**config.mk**
```make
export PLATFORM = sky130hd
export DESIGN_NAME = prio_irq_ctrl
export DESIGN_NICKNAME = d
export VERILOG_FILES = /design/src/rtl/prio_irq_pkg.sv /design/src/rtl/prio_irq_edge.sv /design/src/rtl/prio_irq_regs.sv /design/src/rtl/prio_irq_sel.sv /design/src/rtl/prio_irq_ctrl.sv
export SDC_FILE = /design/constraint.sdc
export NUM_CORES = 1
export LEC_CHECK = 0
export BUFFER_PORTS_ARGS = -buffer_cell sky130_fd_sc_hd__buf_4
export CORE_MARGIN = 2
export CORE_UTILIZATION = 50
export CTS_CLUSTER_DIAMETER = 100
export DETAILED_ROUTE_END_ITERATION = 12
export PLACE_DENSITY = 0.69
export SYNTH_ARGS = -nofsm -noshare
export SYNTH_HDL_FRONTEND = slang
export SYNTH_SLANG_ARGS = --single-unit
```
**constraint.sdc**
```tcl
create_clock -name clk -period 3.3 [get_ports clk]
set_clock_uncertainty 0.05 [all_clocks]
set_input_delay 0.66 -clock clk [delete_from_list [all_inputs] [get_ports clk]]
set_output_delay 0.66 -clock clk [all_outputs]
set_load 0.01 [all_outputs]
```
**src/rtl/prio_irq_pkg.sv**
```systemverilog
package prio_irq_pkg;
   localparam int LINES  = 16;
   localparam int DATA_W = 32;
   localparam int ADDR_W = 8;
   localparam int NUM_W  = $clog2(LINES);
   localparam logic [LINES-1:0] LINE_MASK = {{(LINES-1){1'b1}}, 1'b0};

   typedef logic [LINES-1:0] lvec_t;

   // window regions selected by address bits 7:6
   typedef enum logic [1:0] {
      RG_GLOBAL = 2'd0,
      RG_MASK   = 2'd1,
      RG_FORCE  = 2'd2,
      RG_SPARE  = 2'd3
   } region_e;

   // word slots inside the global region
   localparam logic [3:0] GW_GROUP  = 4'd0;
   localparam logic [3:0] GW_PEND   = 4'd1;
   localparam logic [3:0] GW_FORCE0 = 4'd2;
   localparam logic [3:0] GW_CLEAR  = 4'd3;
   localparam logic [3:0] GW_STATUS = 4'd4;
   localparam logic [3:0] GW_BCAST  = 4'd5;

   function automatic logic [NUM_W-1:0] top_index(lvec_t v);
      logic [NUM_W-1:0] r;
      r = '0;
      for (int i = 1; i < LINES; i++)
         if (v[i]) r = NUM_W'(i);
      return r;
   endfunction
endpackage

```
**src/rtl/prio_irq_edge.sv**
```systemverilog
module prio_irq_edge #(
   parameter int W = 16
) (
   input  logic         clk,
   input  logic         rst_n,
   input  logic [W-1:0] lvl_i,
   output logic [W-1:0] rise_o
);
   logic [W-1:0] prev_q;

   always_ff @(posedge clk) begin
      if (!rst_n) prev_q <= '0;
      else        prev_q <= lvl_i;
   end

   assign rise_o = lvl_i & ~prev_q;
endmodule

```
**src/rtl/prio_irq_regs.sv**
```systemverilog
module prio_irq_regs
   import prio_irq_pkg::*;
#(
   parameter int NCPU = 4
) (
   input  logic              clk,
   input  logic              rst_n,
   input  lvec_t             rise_i,
   input  logic              ack_i,
   input  logic [NUM_W-1:0]  ack_num_i,
   input  logic              sel_i,
   input  logic              wr_i,
   input  logic [ADDR_W-1:0] addr_i,
   input  logic [DATA_W-1:0] wdata_i,
   output logic [DATA_W-1:0] rdata_o,
   output lvec_t             group_o,
   output lvec_t             pend_o,
   output lvec_t             force0_o,
   output lvec_t             mask0_o
);
   localparam int SPARE_W = 4;

   lvec_t group_q, pend_q, bcast_q;
   logic [NCPU*LINES-1:0]   force_all, mask_all;
   logic [NCPU*SPARE_W-1:0] spare_all;

   region_e    region;
   logic [3:0] slot;
   logic       we;
   lvec_t      wlo, whi, ack_m, bc_rise;

   assign region  = region_e'(addr_i[7:6]);
   assign slot    = addr_i[5:2];
   assign we      = sel_i & wr_i;
   assign wlo     = wdata_i[LINES-1:0] & LINE_MASK;
   assign whi     = wdata_i[DATA_W-1:DATA_W-LINES] & LINE_MASK;
   assign ack_m   = ack_i ? (lvec_t'(1) << ack_num_i) : '0;
   assign bc_rise = rise_i & bcast_q;

   // global registers
   always_ff @(posedge clk) begin
      if (!rst_n) begin
         group_q <= '0;
         pend_q  <= '0;
         bcast_q <= '0;
      end else begin
         if (we && region == RG_GLOBAL && slot == GW_GROUP) group_q <= wlo;
         if (we && region == RG_GLOBAL && slot == GW_BCAST) bcast_q <= wlo;
         pend_q <= (pend_q & ~ack_m
                    & ~((we && region == RG_GLOBAL && slot == GW_CLEAR) ? wlo : '0))
                   | (rise_i & ~bcast_q);
      end
   end

   // per-processor registers
   for (genvar c = 0; c < NCPU; c++) begin : g_cpu
      localparam bit IS0 = (c == 0);
      lvec_t               force_q, mask_q, force_nx;
      logic [SPARE_W-1:0]  spare_q;
      logic                hit;

      assign hit = (slot == 4'(c));

      always_comb begin
         force_nx = force_q;
         if (IS0 && we && region == RG_GLOBAL && slot == GW_FORCE0) force_nx = wlo;
         if (we && region == RG_FORCE && hit) force_nx = (force_nx | wlo) & ~whi;
         if (IS0) force_nx = force_nx & ~ack_m;
         force_nx = force_nx | bc_rise;
      end

      always_ff @(posedge clk) begin
         if (!rst_n) begin
            force_q <= '0;
            mask_q  <= '0;
            spare_q <= '0;
         end else begin
            force_q <= force_nx;
            if (we && region == RG_MASK && hit)  mask_q  <= wlo;
            if (we && region == RG_SPARE && hit) spare_q <= wdata_i[SPARE_W-1:0];
         end
      end

      assign force_all[c*LINES +: LINES]     = force_q;
      assign mask_all[c*LINES +: LINES]      = mask_q;
      assign spare_all[c*SPARE_W +: SPARE_W] = spare_q;
   end

   // read mux
   always_comb begin
      rdata_o = '0;
      if (sel_i && !wr_i) begin
         unique case (region)
            RG_GLOBAL: begin
               case (slot)
                  GW_GROUP:  rdata_o = DATA_W'(group_q);
                  GW_PEND:   rdata_o = DATA_W'(pend_q);
                  GW_FORCE0: rdata_o = DATA_W'(force_all[LINES-1:0]);
                  GW_BCAST:  rdata_o = DATA_W'(bcast_q);
                  default:   rdata_o = '0;
               endcase
            end
            RG_MASK:
               for (int c = 0; c < NCPU; c++)
                  if (slot == 4'(c)) rdata_o = DATA_W'(mask_all[c*LINES +: LINES]);
            RG_FORCE:
               for (int c = 0; c < NCPU; c++)
                  if (slot == 4'(c)) rdata_o = DATA_W'(force_all[c*LINES +: LINES]);
            RG_SPARE:
               for (int c = 0; c < NCPU; c++)
                  if (slot == 4'(c)) rdata_o = DATA_W'(spare_all[c*SPARE_W +: SPARE_W]);
            default: rdata_o = '0;
         endcase
      end
   end

   assign group_o  = group_q;
   assign pend_o   = pend_q;
   assign force0_o = force_all[LINES-1:0];
   assign mask0_o  = mask_all[LINES-1:0];

   // a write to the pending slot must leave pending untouched
   p_pend_ro_r7: assert property (@(posedge clk) disable iff (!rst_n)
      (we && region == RG_GLOBAL && slot == GW_PEND && rise_i == '0 && !ack_i)
      |=> $stable(pend_q));

   p_edge_pend_r3: assert property (@(posedge clk) disable iff (!rst_n)
      (|(rise_i & ~bcast_q))
      |=> ((pend_q & $past(rise_i & ~bcast_q)) == $past(rise_i & ~bcast_q)));

   p_bcast_force_r4: assert property (@(posedge clk) disable iff (!rst_n)
      (|bc_rise)
      |=> ((force0_o & $past(bc_rise)) == $past(bc_rise)));

   p_ack_clears_r8: assert property (@(posedge clk) disable iff (!rst_n)
      (ack_i && !rise_i[ack_num_i])
      |=> (!pend_q[$past(ack_num_i)] && !force0_o[$past(ack_num_i)]));
endmodule

```
**src/rtl/prio_irq_sel.sv**
```systemverilog
module prio_irq_sel
   import prio_irq_pkg::*;
(
   input  logic             clk,
   input  logic             rst_n,
   input  lvec_t            pend_i,
   input  lvec_t            force_i,
   input  lvec_t            mask_i,
   input  lvec_t            group_i,
   output logic [NUM_W-1:0] num_o
);
   lvec_t eff, hi, lo, served;

   assign eff    = (pend_i | force_i) & mask_i;
   assign hi     = eff & group_i;
   assign lo     = eff & ~group_i;
   assign served = (hi != '0) ? hi : lo;

   always_ff @(posedge clk) begin
      if (!rst_n) num_o <= '0;
      else        num_o <= top_index(served);
   end

   p_idle_zero_r5: assert property (@(posedge clk) disable iff (!rst_n)
      (eff == '0) |=> (num_o == '0));

   p_active_nonzero_r5: assert property (@(posedge clk) disable iff (!rst_n)
      (eff != '0) |=> (num_o != '0));
endmodule

```
**src/rtl/prio_irq_ctrl.sv**
```systemverilog
module prio_irq_ctrl
   import prio_irq_pkg::*;
#(
   parameter int NCPU = 4
) (
   input  logic              clk,
   input  logic              rst_n,
   input  logic [15:0]       irq_i,
   input  logic              ack_i,
   input  logic [3:0]        ack_num_i,
   input  logic              bus_sel_i,
   input  logic              bus_wr_i,
   input  logic [7:0]        bus_addr_i,
   input  logic [31:0]       bus_wdata_i,
   output logic [31:0]       bus_rdata_o,
   output logic [3:0]        irq_num_o
);
   if (NCPU < 1 || NCPU > 16) begin : g_bad_ncpu
      $error("NCPU must lie in 1..16");
   end

   lvec_t rise, group, pend, force0, mask0;

   prio_irq_edge #(.W(LINES)) u_edge (
      .clk    (clk),
      .rst_n  (rst_n),
      .lvl_i  (irq_i & LINE_MASK),
      .rise_o (rise)
   );

   prio_irq_regs #(.NCPU(NCPU)) u_regs (
      .clk       (clk),
      .rst_n     (rst_n),
      .rise_i    (rise),
      .ack_i     (ack_i),
      .ack_num_i (ack_num_i),
      .sel_i     (bus_sel_i),
      .wr_i      (bus_wr_i),
      .addr_i    (bus_addr_i),
      .wdata_i   (bus_wdata_i),
      .rdata_o   (bus_rdata_o),
      .group_o   (group),
      .pend_o    (pend),
      .force0_o  (force0),
      .mask0_o   (mask0)
   );

   prio_irq_sel u_sel (
      .clk     (clk),
      .rst_n   (rst_n),
      .pend_i  (pend),
      .force_i (force0),
      .mask_i  (mask0),
      .group_i (group),
      .num_o   (irq_num_o)
   );
endmodule

```
==> results.md, run 1 <==
* DRT Wirelength at 37200 um
* Initial antenna violation count at 0
* Crit Path Category: in2out
* Worst-path clk slew at 0.06 ns
* Iter 0 DRT Violations at 1115
* Post-synthesis simple-gate area fraction at 24.1%
* Max clock buf depth at 3
* Multi-input gate area at 5540 um2
* Crit path arrival time at 2.54 ns
* Peak supply drop at 315 uV
* Hold Crit Depth at 2
* Clock buffer count from CTS at 23
* CTS tree: done
* # fillers at 1817
* Synth Cell Area at 10000 um2
* DRC viols at 0
* Pin count of the biggest net entering global routing at 58
* Leakage at 4.37 nW
* Final period util at 98.6%
* Root Driver: clkbuf_16
* H-tree depth at 1
* FF+latch area at 4040 um2
* Die area at 21200 um2
* Synth top area share at 40.4%
* Register area share after synthesis at 40.4%
* Placer Congestion at 1.00
* # port buffers at 80
* GRT Total Usage at 33.9%
* Xor/xnor share of the synthesized area at 0%
* Vias in the first global route at 9332
* Worst min path class: in2reg
* Async SR Flop Fraction at 0%
* Endpoints failing hold at 0
* DIE HEIGHT at 145 um
* Pins Over Slew Limit at 0
* Area leader, netlist: dfxtp_1
* WL/cell at 22.1 um
* Complex-gate fraction of the synthesized area at 27.7%
* Fmax at 0.307 GHz
* Setup violators final at 0
* Final HPWL DP at 26000 um
* I/O pin count at 101
* Post-synthesis mux area share at 2.40%
* Layout cells sized above 1 at 14.1%
* Minimum clock period at 3.25 ns
* Final nets at 1469
* Dpl cell area at 11000 um2
* Setup crit start kind: input pin
* ANT nets after route at 0
* First-pass GRT wire length at 56300 um
* Area contributors post-synth: dfxtp_1 (40%), a21oi_1 (12%), nand2_1 (9.6%)
* Clock latency on the worst-skew pair at 0.52 ns
* DR vias/cell at 6.20
* Crit-path max FO at 19
* Total Neg Setup Slack at 0 ns
* Vias at 10400
* Register-to-Register Path Depth at 8
* Yosys synthesis warning count at 0
* Syn-to-layout area delta at 18.3%
* Starting Density at 51.3%
* Slew @ Worst Pin at 0.738 ns
* Overflow after GRT at 0
* Largest family of logic cells by synthesized area: compound AO/OA/AOI/OAI gates
* Adder-cell area share of the yosys netlist at 0%
* Yosys reg bits at 202
* Clock sinks at 202
* Status: finished clean
* Die W at 145 um
* Cell variety after synth at 56
* Post-synth EDFFs at 0
* WP data required at 2.59 ns
* # rows at 51
* CP Capture Type: output pin
* Max_cap viols at 0
* Pwr/cell area at 463 nW/um2
* Top FF cell, synth: dfxtp_1
* RSZ-0062 raised after global routing: yes
* Post-synthesis cell count at 1343
* Iteration count of the initial detailed-routing pass at 6
* Antenna Cells at 0
* Post-CTS Hold Buffers at 0
* Max-slew headroom at 50.8%
* Core area at 19500 um2
* Final instance area at 11800 um2
* R2R Setup Slk at 0.30 ns
* Syn_area_per_cell at 7.45 um2
* WHS at 0.300 ns
[routing by layer]
layer  wire length (um)  vias up  track usage (%)
li1                   -     4857                -
met2              15300      657             48.5
met5                  0        -                0
met4               1200        0             9.85
met3               4660       82             8.03
met1              16100     4846             50.5
[kinds of logic after synthesis]
| family | after synthesis |
|---|---|
| mux | 24 |
| simple gates | 543 |
| other cells | 1 |
| buf+inv | 124 |
| compound gates | 449 |
| flops | 202 |
[sequential cells by signal (all words and copies together) (netlist names)]
signal and cells:
u_regs.g_cpu.force_q 45, u_regs.bcast_q 15, u_edge.prev_q 15, u_sel.num_o 4, u_regs.g_cpu.spare_q 16, u_regs.force0_o 16, u_regs.group_o 15, u_regs.pend_o 16
u_regs.mask0_o 15, u_regs.g_cpu.mask_q 45
[Yosys cell counts (2+ instances only)]
library cell / number
nand2_1: 257
o211ai_2: 4
o211ai_1: 13
o21a_1: 12
o221a_2: 2
a221oi_1: 28
nor2b_1: 5
a21o_1: 7
buf_4: 16
nand3b_1: 4
and2_0: 2
nand3_1: 9
or3_1: 12
nand2b_1: 6
a2bb2oi_1: 8
dfxtp_1: 202
a2111oi_0: 3
o22ai_1: 3
nor3b_1: 14
mux2i_1: 24
nor2_1: 177
o2111ai_1: 11
and3b_1: 15
inv_1: 3
or3b_2: 2
a22o_1: 2
nor3_1: 7
clkbuf_1: 90
and2_1: 18
buf_2: 11
a21oi_1: 240
a221o_1: 2
nor4b_2: 2
o221ai_1: 27
a211oi_1: 4
a22oi_1: 2
nand4_1: 6
a31oi_1: 28
buf_1: 3
o21ai_0: 43
o21bai_1: 4
[critical path: stages]
cell       delay [ns]
buf_4            0.16
nor4b_4          0.29
buf_6            0.18
buf_12           0.16
buf_4            0.16
a21oi_1          0.07
nand2_1          0.15
o2111ai_1        0.16
a31oi_2          0.29
buf_4            0.16
buf_4            0.10
[worst paths after layout]
kind                                                  from                    endpoint
worst max-delay path                         bus_addr_i[5]              bus_rdata_o[4]
worst min-delay path                              irq_i[9]            u_edge.prev_q[9]
worst max register to register            u_regs.pend_o[1]              u_sel.num_o[1]
worst min register to register  u_regs.g_cpu[1].mask_q[14]  u_regs.g_cpu[1].mask_q[14]
[where the power goes]
group | internal (mW) | switching, mW | total (mW)
sequential | 2.47 | 0.0280 | 2.50
combinational | 0.167 | 0.310 | 0.478
clock | 1.49 | 1.01 | 2.51
total | 4.13 | 1.35 | 5.48
[through the flow]
stage	power, mW	setup WS [ns]	utilization [%]	instances
finish	5.48	0.0454	60.6	1684
global route	5.65	-0.00500	60.6	1684
CTS	5.48	0.0624	60.4	1682
detailed placement	3.00	-0.178	56.5	1641
global placement	3.00	-0.260	56.5	1641
floorplan	2.79	0.104	-	1358
[cell usage in the layout, fill, tap and decap left out, types with 3 or more instances in the layout]
cell type,Yosys,layout
nand3b_1,4,4
o21bai_1,4,4
dfxtp_1,202,202
a2bb2oi_1,8,8
a211oi_1,4,3
a21o_1,7,7
o211ai_2,4,4
nor3_1,7,5
o22ai_1,3,3
and2_1,18,18
a221oi_1,28,28
nor2b_1,5,5
o21ai_0,43,43
buf_12,0,8
o221ai_1,27,27
a31oi_1,28,27
nand2_1,257,256
a21oi_1,240,240
clkbuf_8,0,6
clkbuf_1,90,7
and3b_1,15,15
nand3_1,9,9
mux2i_1,24,24
clkbuf_16,0,24
buf_4,16,131
nor3b_1,14,14
or3_1,12,12
o211ai_1,13,13
nand2b_1,6,6
o2111ai_1,11,11
conb_1,1,16
o21a_1,12,12
nor2_1,177,174
nand4_1,6,6
nor2_2,0,3
[final cells by class]
class                      count  share of cell area (%)
multi-input combinational   1032                    46.8
sequential                   202                    34.1
timing repair buffer         141                    9.96
clock buffer                  36                    5.78
tap                          265                    2.80
clock inverter                 4                   0.412
inverter                       4                   0.148
[what timing repair did]
item / in CTS / in global routing
cloned: 0 / 1
resized for setup: 3 / 4
endpoints found under the setup margin: 2 / 2
setup buffers: 1 / 1
pin swaps: 1 / 0
No activity file was read; power rests on OpenSTA's default activity.
==> run 2: changes to the inputs <==
--- a/config.mk
+++ b/config.mk
@@ -10,7 +10,7 @@
 export CORE_UTILIZATION = 50
 export CTS_CLUSTER_DIAMETER = 100
 export DETAILED_ROUTE_END_ITERATION = 12
-export PLACE_DENSITY = 0.69
+export PLACE_DENSITY = 0.72
 export SYNTH_ARGS = -nofsm -noshare
 export SYNTH_HDL_FRONTEND = slang
 export SYNTH_SLANG_ARGS = --single-unit
==> constraint.sdc (replaced) <==
create_clock -name clk -period 2.7 [get_ports clk]
set_clock_uncertainty 0.05 [all_clocks]
set_input_delay 0.54 -clock clk [delete_from_list [all_inputs] [get_ports clk]]
set_output_delay 0.54 -clock clk [all_outputs]
set_load 0.01 [all_outputs]
==> run 2 against run 1 <==
The flow now finishes with violations (negative setup slack). Via count increased by 4.9%. Highest routed layer unchanged. Wire length increased by 4.1%. Sequential power increased by 22%. Register-to-register slack got worse by 0.22 ns. Critical path depth decreased by 1. Hold slack got worse by 0.13 ns.
==> results.md, run 2 (synthesis gave the netlist of run 1 again) <==
* Dpl cell area at 11500 um2 (was 11000 um2)
* Hold Crit Depth at 2 (unchanged)
* Vias in the first global route at 9865 (was 9332)
* Most common cell after layout, fill and taps aside: nand2_1 (unchanged)
* Total Neg Setup Slack at -0.960 ns (was 0 ns)
* Register-to-Register Path Depth at 8 (unchanged)
* Starting Density at 51.3% (unchanged)
* Top Registers: u_regs.g_cpu.force_q: 45 flops, u_regs.g_cpu.mask_q: 45 flops (unchanged)
* ANT nets after route at 0 (unchanged)
* Die area at 21200 um2 (unchanged)
* WL/cell at 22.3 um (was 22.1 um)
* WP buf/inv at 6 (unchanged)
* Core area at 19500 um2 (unchanged)
* GRT Total Usage at 34.7% (was 33.9%)
* Uppermost layer routed: met4 (unchanged)
* # port buffers at 80 (unchanged)
* Crit Path Category: in2out (unchanged)
* Metal-1 WL at 15400 um (was 16100 um)
* Crit path arrival time at 2.22 ns (was 2.54 ns)
* Status: finished, violations left (was finished clean)
* Slowest stage delay, CP at 0.39 ns (was 0.29 ns)
* Antenna Cells at 0 (unchanged)
* DIE HEIGHT at 145 um (unchanged)
* Reg2reg start: u_regs.pend_o[1] (unchanged)
* RSZ-0062 raised after global routing: yes (unchanged)
* Final WS setup at -0.112 ns (was 0.0454 ns)
* Worst-path clk slew at 0.06 ns (about the same)
* # rows at 51 (unchanged)
* Total chip power at 7.16 mW (was 5.48 mW)
* Crit path max-delay family: buffers and inverters (unchanged)
* Pins Over Slew Limit at 0 (unchanged)
* HP Start: irq_i[8] (was irq_i[9])
* Setup violators final at 15 (was 0)
* WP data required at 2.11 ns (was 2.59 ns)
* Final instance area at 13000 um2 (was 11800 um2)
* Hold endpoint: u_edge.prev_q[8] (was u_edge.prev_q[9])
* Slew @ Worst Pin at 0.655 ns (was 0.738 ns)
* Final Util at 66.4% (was 60.6%)
* Vias at 11000 (was 10400)
* # fillers at 1664 (was 1817)
* Overflow after GRT at 0 (unchanged)
* Worst-path cell chain: buf_6 > nor3_4 > buf_12 > buf_8 > and2_4 > buf_12 > buf_4 > or3_1 > a31oi_2 > buf_4 (was buf_4 > nor4b_4 > buf_6 > buf_12 > buf_4 > a21oi_1 > nand2_1 > o2111ai_1 > a31oi_2 > buf_4 > buf_4)
* Clock latency on the worst-skew pair at 0.53 ns (was 0.52 ns)
* DRT Wirelength at 38800 um (was 37200 um)
* CP Capture Type: output pin (unchanged)
* H-tree depth at 1 (unchanged)
* DR vias/cell at 6.29 (was 6.20)
* Leakage at 4.86 nW (was 4.37 nW)
* Post-route insts no fill at 1741 (was 1684)
* Die W at 145 um (unchanged)
* Setup crit start kind: input pin (unchanged)
* R2R Setup Slk at 0.08 ns (was 0.30 ns)
* Crit-path max FO at 10 (was 19)
* Clock sinks at 202 (unchanged)
* Fmax at 0.356 GHz
* CTS tree: done (unchanged)
* DRC viols at 0 (unchanged)
* Max-slew headroom at 56.3% (was 50.8%)
* Max stage delay cell, worst path: or3_1 (was nor4b_4)
* Pin count of the biggest net entering global routing at 93 (was 58)
* Pwr/cell area at 552 nW/um2 (was 463 nW/um2)
* Max clock buf depth at 3 (unchanged)
* WHS at 0.173 ns (was 0.300 ns)
* Post-Place Setup Slack at -0.172 ns (was -0.178 ns)
* Iteration count of the initial detailed-routing pass at 6 (unchanged)
* Initial antenna violation count at 0 (unchanged)
* Final nets at 1524 (was 1469)
* Max_cap viols at 0 (unchanged)
* Peak supply drop at 481 uV (was 315 uV)
* Iter 0 DRT Violations at 1487 (was 1115)
* Layout cells sized above 1 at 21.2% (was 14.1%)
* Most frequent cells in the layout: nand2_1 (250), a21oi_1 (236), dfxtp_1 (202), nor2_1 (172), buf_4 (151) (was nand2_1 (256), a21oi_1 (240), dfxtp_1 (202), nor2_1 (174), buf_4 (131))
* RR Endpoint: u_sel.num_o[1] (unchanged)
* Minimum clock period at 2.81 ns
* Root Driver: clkbuf_16 (unchanged)
* First-pass GRT wire length at 57800 um (was 56300 um)
* Endpoints failing hold at 0 (unchanged)
* Placed Instances at 1687 (was 1641)
* WL met3 at 5200 um (was 4660 um)
* I/O pin count at 101 (unchanged)
* FF+latch area at 4040 um2 (unchanged)
* Violated checks: negative setup slack
* Clock buffer count from CTS at 23 (unchanged)
* Placer Congestion at 0.982 (was 1.00)
* Final period util at 104%
* Met2 wire len at 16700 um (was 15300 um)
* Final HPWL DP at 26500 um (was 26000 um)
* Worst min path class: in2reg (unchanged)
* Multi-input gate area at 5840 um2 (was 5540 um2)
* Syn-to-layout area delta at 29.5% (was 18.3%)
==> run 2: layout make-up <==
cell class / instances / share of cell area (%)
multi-input cells: 1032 / 45.0
flip-flops and latches: 202 / 31.2
repair buffers: 196 / 14.7
clock buffers: 27 / 4.86
well taps: 265 / 2.56
clock inverters: 15 / 1.52
inverters: 4 / 0.135
==> run 2: worst max path at each step <==
stage	slack (ns)	from	depth (start not counted)	endpoint
after floorplan	0.03	bus_addr_i[5]	9	bus_rdata_o[10]
after global placement	-0.17	bus_addr_i[3]	8	bus_rdata_o[9]
after detailed placement	-0.17	bus_addr_i[3]	9	bus_rdata_o[2]
after CTS	-0.11	bus_addr_i[4]	10	bus_rdata_o[4]
after global routing	-0.17	bus_addr_i[3]	9	bus_rdata_o[8]
final	-0.11	bus_addr_i[5]	10	bus_rdata_o[6]
==> run 2: what timing repair did <==
action,in CTS,in global routing
setup buffers,5,5
pin swaps,23,42
endpoints found under the setup margin,16,17
hold buffers,0,0
resized for setup,39,58
gates cloned,3,2
==> run 2: routing by layer <==
layer | vias to the layer above | global-route usage, %
met5 | - | 0
met4 | 0 | 11.3
met3 | 124 | 7.90
met2 | 801 | 51.1
met1 | 5079 | 50.3
li1 | 4948 | -
==> run 2: where the power goes <==
| group | internal (mW) | switching [mW] | total [mW] |
|---|---|---|---|
| sequential | 3.02 | 0.0331 | 3.05 |
| clock | 2.07 | 1.36 | 3.43 |
| combinational | 0.267 | 0.413 | 0.680 |
